===== config.mk =====
export PLATFORM = sky130hd
export DESIGN_NAME = tk_timekeeper
export DESIGN_NICKNAME = d
export VERILOG_FILES = /design/src/rtl/tk_pkg.sv /design/src/rtl/tk_pps_detect.sv /design/src/rtl/tk_regs.sv /design/src/rtl/tk_counter.sv /design/src/rtl/tk_timekeeper.sv
export SDC_FILE = /design/constraint.sdc
export NUM_CORES = 1
export LEC_CHECK = 0
export ABC_AREA = 1
export BUFFER_PORTS_ARGS = -buffer_cell sky130_fd_sc_hd__buf_4
export CORE_MARGIN = 2
export CORE_UTILIZATION = 40
export CTS_BUF_LIST = sky130_fd_sc_hd__clkbuf_8
export DETAILED_ROUTE_END_ITERATION = 6
export GPL_TIMING_DRIVEN = 0
export HOLD_SLACK_MARGIN = 0.03
export PLACE_DENSITY_LB_ADDON = 0.2
export SYNTH_ARGS = -nofsm -noshare
export SYNTH_HDL_FRONTEND = slang
export SYNTH_SLANG_ARGS = --single-unit

===== constraint.sdc =====
create_clock -name clk -period 2.9 [get_ports clk]
set_input_delay 0.435 -clock clk [delete_from_list [all_inputs] [get_ports clk]]
set_output_delay 0.435 -clock clk [all_outputs]
set_load 0.05 [all_outputs]

===== src/rtl/tk_pkg.sv =====
package tk_pkg;
  // Write addresses; the seconds address is the commit strobe.
  typedef enum logic [2:0] {
    WA_RATE   = 3'd0,
    WA_TICKS  = 3'd1,
    WA_MODE   = 3'd2,
    WA_SECS   = 3'd3,
    WA_PPSCFG = 3'd4
  } tk_waddr_e;

  // Read addresses.
  localparam logic [2:0] RA_SECS  = 3'd0;
  localparam logic [2:0] RA_TICKS = 3'd1;

  // Bit positions in the mode and PPS configuration words.
  localparam int unsigned MODE_NOW_BIT = 0;
  localparam int unsigned CFG_SRC_BIT  = 0;
  localparam int unsigned CFG_POL_BIT  = 1;

  localparam int unsigned PPS_NSRC = 2;
endpackage


===== src/rtl/tk_pps_detect.sv =====
module tk_pps_detect #(
  parameter int unsigned NSRC   = tk_pkg::PPS_NSRC,
  parameter int unsigned STAGES = 2,
  localparam int unsigned SW    = (NSRC > 1) ? $clog2(NSRC) : 1
) (
  input  logic            clk,
  input  logic            rst_n,
  input  logic [NSRC-1:0] pps_in,
  input  logic [SW-1:0]   src_i,
  input  logic            pol_i,    // 0 rising, 1 falling
  output logic            pulse_o
);
  logic [NSRC-1:0] synced;

  // One synchroniser chain per source.
  for (genvar s = 0; s < NSRC; s++) begin : g_sync
    logic [STAGES-1:0] chain_q;
    always_ff @(posedge clk) begin
      if (!rst_n) chain_q <= '0;
      else        chain_q <= {chain_q[STAGES-2:0], pps_in[s]};
    end
    assign synced[s] = chain_q[STAGES-1];
  end

  logic cur, prev_q;
  assign cur = synced[src_i];

  always_ff @(posedge clk) begin
    if (!rst_n) prev_q <= 1'b0;
    else        prev_q <= cur;
  end

  assign pulse_o = pol_i ? (prev_q & ~cur) : (cur & ~prev_q);

  // Two same-direction edges cannot follow each other unless config moved.
  AST_PULSE_ONE_CYCLE: assert property (@(posedge clk) disable iff (!rst_n)
    pulse_o |=> (!pulse_o || ($past(pol_i) != pol_i) || ($past(src_i) != src_i)));
endmodule


===== src/rtl/tk_regs.sv =====
module tk_regs
  import tk_pkg::*;
#(
  parameter int unsigned W  = 32,
  parameter int unsigned AW = 3,
  parameter logic [W-1:0] RATE_RST = W'(100),
  localparam int unsigned SW = (PPS_NSRC > 1) ? $clog2(PPS_NSRC) : 1
) (
  input  logic          clk,
  input  logic          rst_n,
  input  logic          wr_en,
  input  logic [AW-1:0] wr_addr,
  input  logic [W-1:0]  wr_data,
  input  logic          pps_pulse_i,
  output logic [W-1:0]  rate_o,
  output logic [SW-1:0] src_o,
  output logic          pol_o,
  output logic          load_o,
  output logic [W-1:0]  ld_secs_o,
  output logic [W-1:0]  ld_ticks_o
);
  logic [W-1:0]  rate_q, stg_ticks_q, cm_secs_q, cm_ticks_q;
  logic          stg_now_q, now_q, armed_q, pol_q;
  logic [SW-1:0] src_q;
  logic          commit;

  assign commit = wr_en && (tk_waddr_e'(wr_addr) == WA_SECS);

  always_ff @(posedge clk) begin
    if (!rst_n) begin
      rate_q      <= RATE_RST;
      stg_ticks_q <= '0;
      stg_now_q   <= 1'b1;
      cm_secs_q   <= '0;
      cm_ticks_q  <= '0;
      now_q       <= 1'b0;
      armed_q     <= 1'b0;
      src_q       <= '0;
      pol_q       <= 1'b0;
    end else begin
      now_q <= 1'b0;
      if (armed_q && pps_pulse_i) armed_q <= 1'b0;
      if (wr_en) begin
        case (tk_waddr_e'(wr_addr))
          WA_RATE:   rate_q      <= wr_data;
          WA_TICKS:  stg_ticks_q <= wr_data;
          WA_MODE:   stg_now_q   <= wr_data[MODE_NOW_BIT];
          WA_PPSCFG: begin
            src_q <= SW'(wr_data[CFG_SRC_BIT]);
            pol_q <= wr_data[CFG_POL_BIT];
          end
          WA_SECS: begin
            cm_secs_q  <= wr_data;
            cm_ticks_q <= stg_ticks_q;
            if (stg_now_q) begin
              now_q   <= 1'b1;
              armed_q <= 1'b0;
            end else begin
              armed_q <= 1'b1;
            end
          end
          default: ;
        endcase
      end
    end
  end

  assign rate_o     = rate_q;
  assign src_o      = src_q;
  assign pol_o      = pol_q;
  assign ld_secs_o  = cm_secs_q;
  assign ld_ticks_o = cm_ticks_q;
  assign load_o     = now_q | (armed_q & pps_pulse_i);

  AST_NOW_LOADS_NEXT: assert property (@(posedge clk) disable iff (!rst_n)
    (commit && stg_now_q) |=> load_o);
  AST_ARM_CLEARS: assert property (@(posedge clk) disable iff (!rst_n)
    (armed_q && pps_pulse_i && !commit) |=> !armed_q);
  AST_NO_SPONTANEOUS_LOAD: assert property (@(posedge clk) disable iff (!rst_n)
    (!armed_q && !commit) |=> (load_o == 1'b0));
endmodule


===== src/rtl/tk_counter.sv =====
module tk_counter #(
  parameter int unsigned W = 32
) (
  input  logic         clk,
  input  logic         rst_n,
  input  logic [W-1:0] rate_i,
  input  logic         load_i,
  input  logic [W-1:0] ld_secs_i,
  input  logic [W-1:0] ld_ticks_i,
  output logic [W-1:0] secs_o,
  output logic [W-1:0] ticks_o
);
  logic [W-1:0] secs_q, ticks_q;
  logic         wrap;

  assign wrap = (rate_i <= W'(1)) || (ticks_q >= rate_i - W'(1));

  always_ff @(posedge clk) begin
    if (!rst_n) begin
      secs_q  <= '0;
      ticks_q <= '0;
    end else if (load_i) begin
      secs_q  <= ld_secs_i;
      ticks_q <= ld_ticks_i;
    end else if (wrap) begin
      secs_q  <= secs_q + W'(1);
      ticks_q <= '0;
    end else begin
      ticks_q <= ticks_q + W'(1);
    end
  end

  assign secs_o  = secs_q;
  assign ticks_o = ticks_q;

  AST_ROLLOVER: assert property (@(posedge clk) disable iff (!rst_n)
    (!load_i && rate_i > W'(1) && ticks_q == rate_i - W'(1))
      |=> (ticks_q == '0 && secs_q == $past(secs_q) + W'(1)));
  AST_SECS_HOLD: assert property (@(posedge clk) disable iff (!rst_n)
    (!load_i && rate_i > W'(1) && ticks_q < rate_i - W'(1))
      |=> (secs_q == $past(secs_q) && ticks_q == $past(ticks_q) + W'(1)));
  AST_LOAD_VALUE: assert property (@(posedge clk) disable iff (!rst_n)
    load_i |=> (secs_q == $past(ld_secs_i) && ticks_q == $past(ld_ticks_i)));
endmodule


===== src/rtl/tk_timekeeper.sv =====
module tk_timekeeper
  import tk_pkg::*;
#(
  parameter int unsigned W  = 32,
  parameter int unsigned AW = 3,
  parameter logic [W-1:0] RATE_RST = W'(100_000_000),
  localparam int unsigned SW = (PPS_NSRC > 1) ? $clog2(PPS_NSRC) : 1
) (
  input  logic          clk,
  input  logic          rst_n,
  input  logic          wr_en,
  input  logic [AW-1:0] wr_addr,
  input  logic [W-1:0]  wr_data,
  input  logic          rd_en,
  input  logic [AW-1:0] rd_addr,
  output logic [W-1:0]  rd_data,
  input  logic          pps_ext,
  input  logic          pps_peer
);
  logic [W-1:0]  rate, ld_secs, ld_ticks, cur_secs, cur_ticks;
  logic [SW-1:0] src;
  logic          pol, load, pps_pulse;

  tk_pps_detect #(.NSRC(PPS_NSRC), .STAGES(2)) i_pps (
    .clk     (clk),
    .rst_n   (rst_n),
    .pps_in  ({pps_peer, pps_ext}),
    .src_i   (src),
    .pol_i   (pol),
    .pulse_o (pps_pulse)
  );

  tk_regs #(.W(W), .AW(AW), .RATE_RST(RATE_RST)) i_regs (
    .clk         (clk),
    .rst_n       (rst_n),
    .wr_en       (wr_en),
    .wr_addr     (wr_addr),
    .wr_data     (wr_data),
    .pps_pulse_i (pps_pulse),
    .rate_o      (rate),
    .src_o       (src),
    .pol_o       (pol),
    .load_o      (load),
    .ld_secs_o   (ld_secs),
    .ld_ticks_o  (ld_ticks)
  );

  tk_counter #(.W(W)) i_count (
    .clk        (clk),
    .rst_n      (rst_n),
    .rate_i     (rate),
    .load_i     (load),
    .ld_secs_i  (ld_secs),
    .ld_ticks_i (ld_ticks),
    .secs_o     (cur_secs),
    .ticks_o    (cur_ticks)
  );

  // Ticks shadow: captured in the same cycle the seconds word is read.
  logic [W-1:0] shadow_q;
  logic         snap;
  assign snap = rd_en && (rd_addr == RA_SECS);

  always_ff @(posedge clk) begin
    if (!rst_n)    shadow_q <= '0;
    else if (snap) shadow_q <= cur_ticks;
  end

  always_comb begin
    case (rd_addr)
      RA_SECS:  rd_data = cur_secs;
      RA_TICKS: rd_data = shadow_q;
      default:  rd_data = '0;
    endcase
  end

  AST_SHADOW_CAPTURE: assert property (@(posedge clk) disable iff (!rst_n)
    snap |=> (shadow_q == $past(cur_ticks)));
  AST_SHADOW_HOLD: assert property (@(posedge clk) disable iff (!rst_n)
    !snap |=> $stable(shadow_q));
endmodule


==> results.md <==
- Antenna violations before repair: 0
- Failing checks: setup timing
- Drt wl/cell: 19.2 um
- P&R area growth vs syn: 22.2%
- Top_reg_cell synth: dfxtp_1
- H-Tree Depth: 2
- Clk slew on worst S/H paths: 0.06 ns
- Drt drc: 0
- Total gr overflow: 0
- Row Count: 63
- CP max FO: 10
- Flops & latches, synth: 234
- Share of the core filled with cells: 49.8%
- Sequential-to-total area share from yosys stat: 38.6%
- Core Box Area: 29,700 sq um
- Endpoint class of the critical path: flop
- RSZ-0062 raised after global routing: true
- Routed WL: 45,300 um
- Slew @ Worst Pin: 0.931 ns
- Max-slew violations: 0
- Hpwl dp: 34,900 um
- Critical path class: flop to flop
- Skew-Pair Late Insertion Delay: 0.56 ns
- Final period util: 105%
- Die Span Y: 178 um
- Clk sinks: 234
- Cts bufs inserted: 43
- Layout cells sized above 1: 14.2%
- First-pass GRT wire length: 67,800 um
- Vias in the first global route: 11,500
- EDFF count, synth: 0
- Largest area contributor in the netlist: dfxtp_1
- Minimum clock period: 3.04 ns
- PwrDens: 501 nW/um^2
- I/O Pins: 76
- Drt first-iter violations: 1,383
- Status: finished, violations left
- Async S/R FF share, synth: 0%
- Place WS: -0.807 ns
- Worst setup SP type: flop
- 1st-pass router iterations: 5
- Worst vdd ir: 327 uV
- Most common cell after layout, fill and taps aside: nor2_1
- Total power: 7.43 mW
- Clock root buffer: clkbuf_8
- Global Route Usage Sum: 28.5%
- Worst Reg-to-Reg Cells: 19
- Hold Crit Class: input port to flop
- Leak pwr: 6.57 nW
- Synth cell types: 40
- Global placer's final weighted congestion: 0.941
- Via/cell ratio: 5.28
- Largest net degree at the start of global routing: 12
- Port Buf Inserts: 75
- Syn Area/Cell: 6.78 sq um
- Cell Area, Synth: 12,100 sq um
- CTS tree: done
- Final WS setup: -0.142 ns
- # nets final: 2,021
- Clock buffer depth: 3
- Antenna Nets Post-Route: 0
- Setup TNS: -3.64 ns
- Req. time, crit path: 3.35 ns
- Post-synth net total: 1,869
- Hold_buf cts: 0
- Max cap viols: 0
- Commonest non-fill, non-tap cells in the layout: nor2_1, nand2_1, dfxtp_1, inv_1, o21ai_0
- Synth area leaders: dfxtp_1, nor2_1, nand2_1
- Vias: 12,500
- Starting Density: 40.8%
- Fin. Hold Viols: 0
- DIE WIDTH: 178 um
- Mapped Cells: 1,789
- Setup-violating endpoint count in the final report: 59
- Critical Path AT: 3.49 ns
- Highest clock rate: 329 MHz
- Synth top area share: 38.6%
- Slew HR: 37.9%
- Syn. warnings: 0
- Die area: 31,700 sq um
- Diodes inserted: 0
- Hold path depth: 3
- Worst Skew: 0.0158 ns
[flip-flops by register name, indices dropped and copies added, names as in the netlist]
| register | count |
|---|---|
| shadow_q | 32 |
| i_regs.stg_ticks_q | 32 |
| i_regs.stg_now_q | 1 |
| i_count.ticks_o | 32 |
| i_regs.ld_ticks_o | 32 |
| i_count.secs_o | 32 |
| i_regs.src_o | 1 |
| i_regs.ld_secs_o | 32 |
| i_regs.armed_q | 1 |
| i_regs.pol_o | 1 |
| i_regs.rate_o | 32 |
| i_regs.now_q | 1 |
| i_pps.prev_q | 1 |
| i_pps.g_sync.chain_q | 4 |
[power by group]
group | internal [mW] | total [mW] | switching (mW)
registers | 3.32 | 3.41 | 0.0891
logic | 0.260 | 0.747 | 0.487
clock network | 1.85 | 3.27 | 1.42
total | 5.43 | 7.43 | 1.99
[layout make-up]
type / count / area, sq um
fill: 3028 / 14900
multi-input combinational: 1280 / 6680
sequential: 234 / 4690
timing repair buffer: 107 / 905
clock buffer: 54 / 743
inverter: 184 / 691
tap: 390 / 488
buffer: 91 / 468
clock inverter: 22 / 149
[logic make-up (layout without fill, tap and decap cells)]
family                   count (synthesis)  count (layout)  share of synthesized area [%]
adder cells (fa/ha/maj)                 36              36                           3.72
flip-flops                             234             234                           38.6
buffers and inverters                  276             458                           8.99
AND/OR/NAND/NOR                        820             821                           28.5
XOR/XNOR                                71              71                           5.13
AO/OA/AOI/OAI                          352             352                           15.1
[metal layers]
metal	part of all wire, %	routed length [um]	track usage (%)	vias up
li1	-	-	-	6128
met1	45	20500	41.5	5688
met2	41	18700	42.8	566
met3	9.4	4240	3.69	87
met4	3.9	1770	10.5	0
met5	0	0	0	-
[cells in the mapped netlist (2+ instances only)]
cell type / instances
buf_2: 18
nor3_2: 2
ha_1: 36
nor3_1: 42
o211ai_1: 7
buf_6: 3
inv_1: 177
o22ai_1: 31
o21ai_0: 176
nor2_2: 5
nor3b_1: 2
a31oi_1: 2
nand2_1: 309
nor4_2: 3
or2_2: 2
buf_1: 5
nor2_1: 319
nor2_4: 2
xnor2_1: 16
o21ai_1: 3
a21oi_1: 131
nand4_1: 18
clkbuf_1: 63
xor2_1: 55
nand2_2: 4
nand3_2: 2
inv_2: 6
buf_4: 2
nand3_1: 104
dfxtp_1: 234
[path summary, 6_finish.rpt]
path | from | to | slack (ns)
setup / recovery | i_regs.rate_o[3] | i_count.secs_o[12] | -0.14
hold / removal | pps_ext | i_pps.g_sync[0].chain_q[0] | 0.06
setup reg to reg | i_regs.rate_o[3] | i_count.secs_o[12] | -0.14
hold reg to reg | i_pps.g_sync[1].chain_q[0] | i_pps.g_sync[1].chain_q[1] | 0.41
[worst max-delay path, cell delays in order, from the launching register on]
cell      delay (ns)
dfxtp_2         0.37
nor2_4          0.12
nand4_1         0.11
buf_6           0.15
nor2_4          0.15
nand4_4         0.16
nor4_4          0.26
xor2_1          0.20
ha_1            0.27
nand2_2         0.10
nor2_1          0.05
nand2_1         0.06
o211ai_1        0.08
buf_4           0.17
nor2_4          0.18
buf_4           0.15
buf_6           0.13
nand3_1         0.10
nand2_1         0.08
nor2_1          0.05
[through the flow]
step | instance area, sq um | hold slack [ns] | std cells
5_1_grt | 14800 | 0.0771 | 2362
3_3_place_gp | 13200 | 0.393 | 2254
4_1_cts | 14500 | 0.0470 | 2349
3_5_place_dp | 13200 | 0.400 | 2254
2_1_floorplan | 12100 | 0.390 | 1789
6_report | 14800 | 0.0646 | 2362
[what timing repair did]
action,CTS,global route
endpoints found under the setup margin,64,64
gates resized for setup,62,59
pin swaps,12,24
buffers inserted,15,11
endpoints found under the hold margin,0,0
cloned,4,3
No activity file was read; power rests on OpenSTA's default activity.
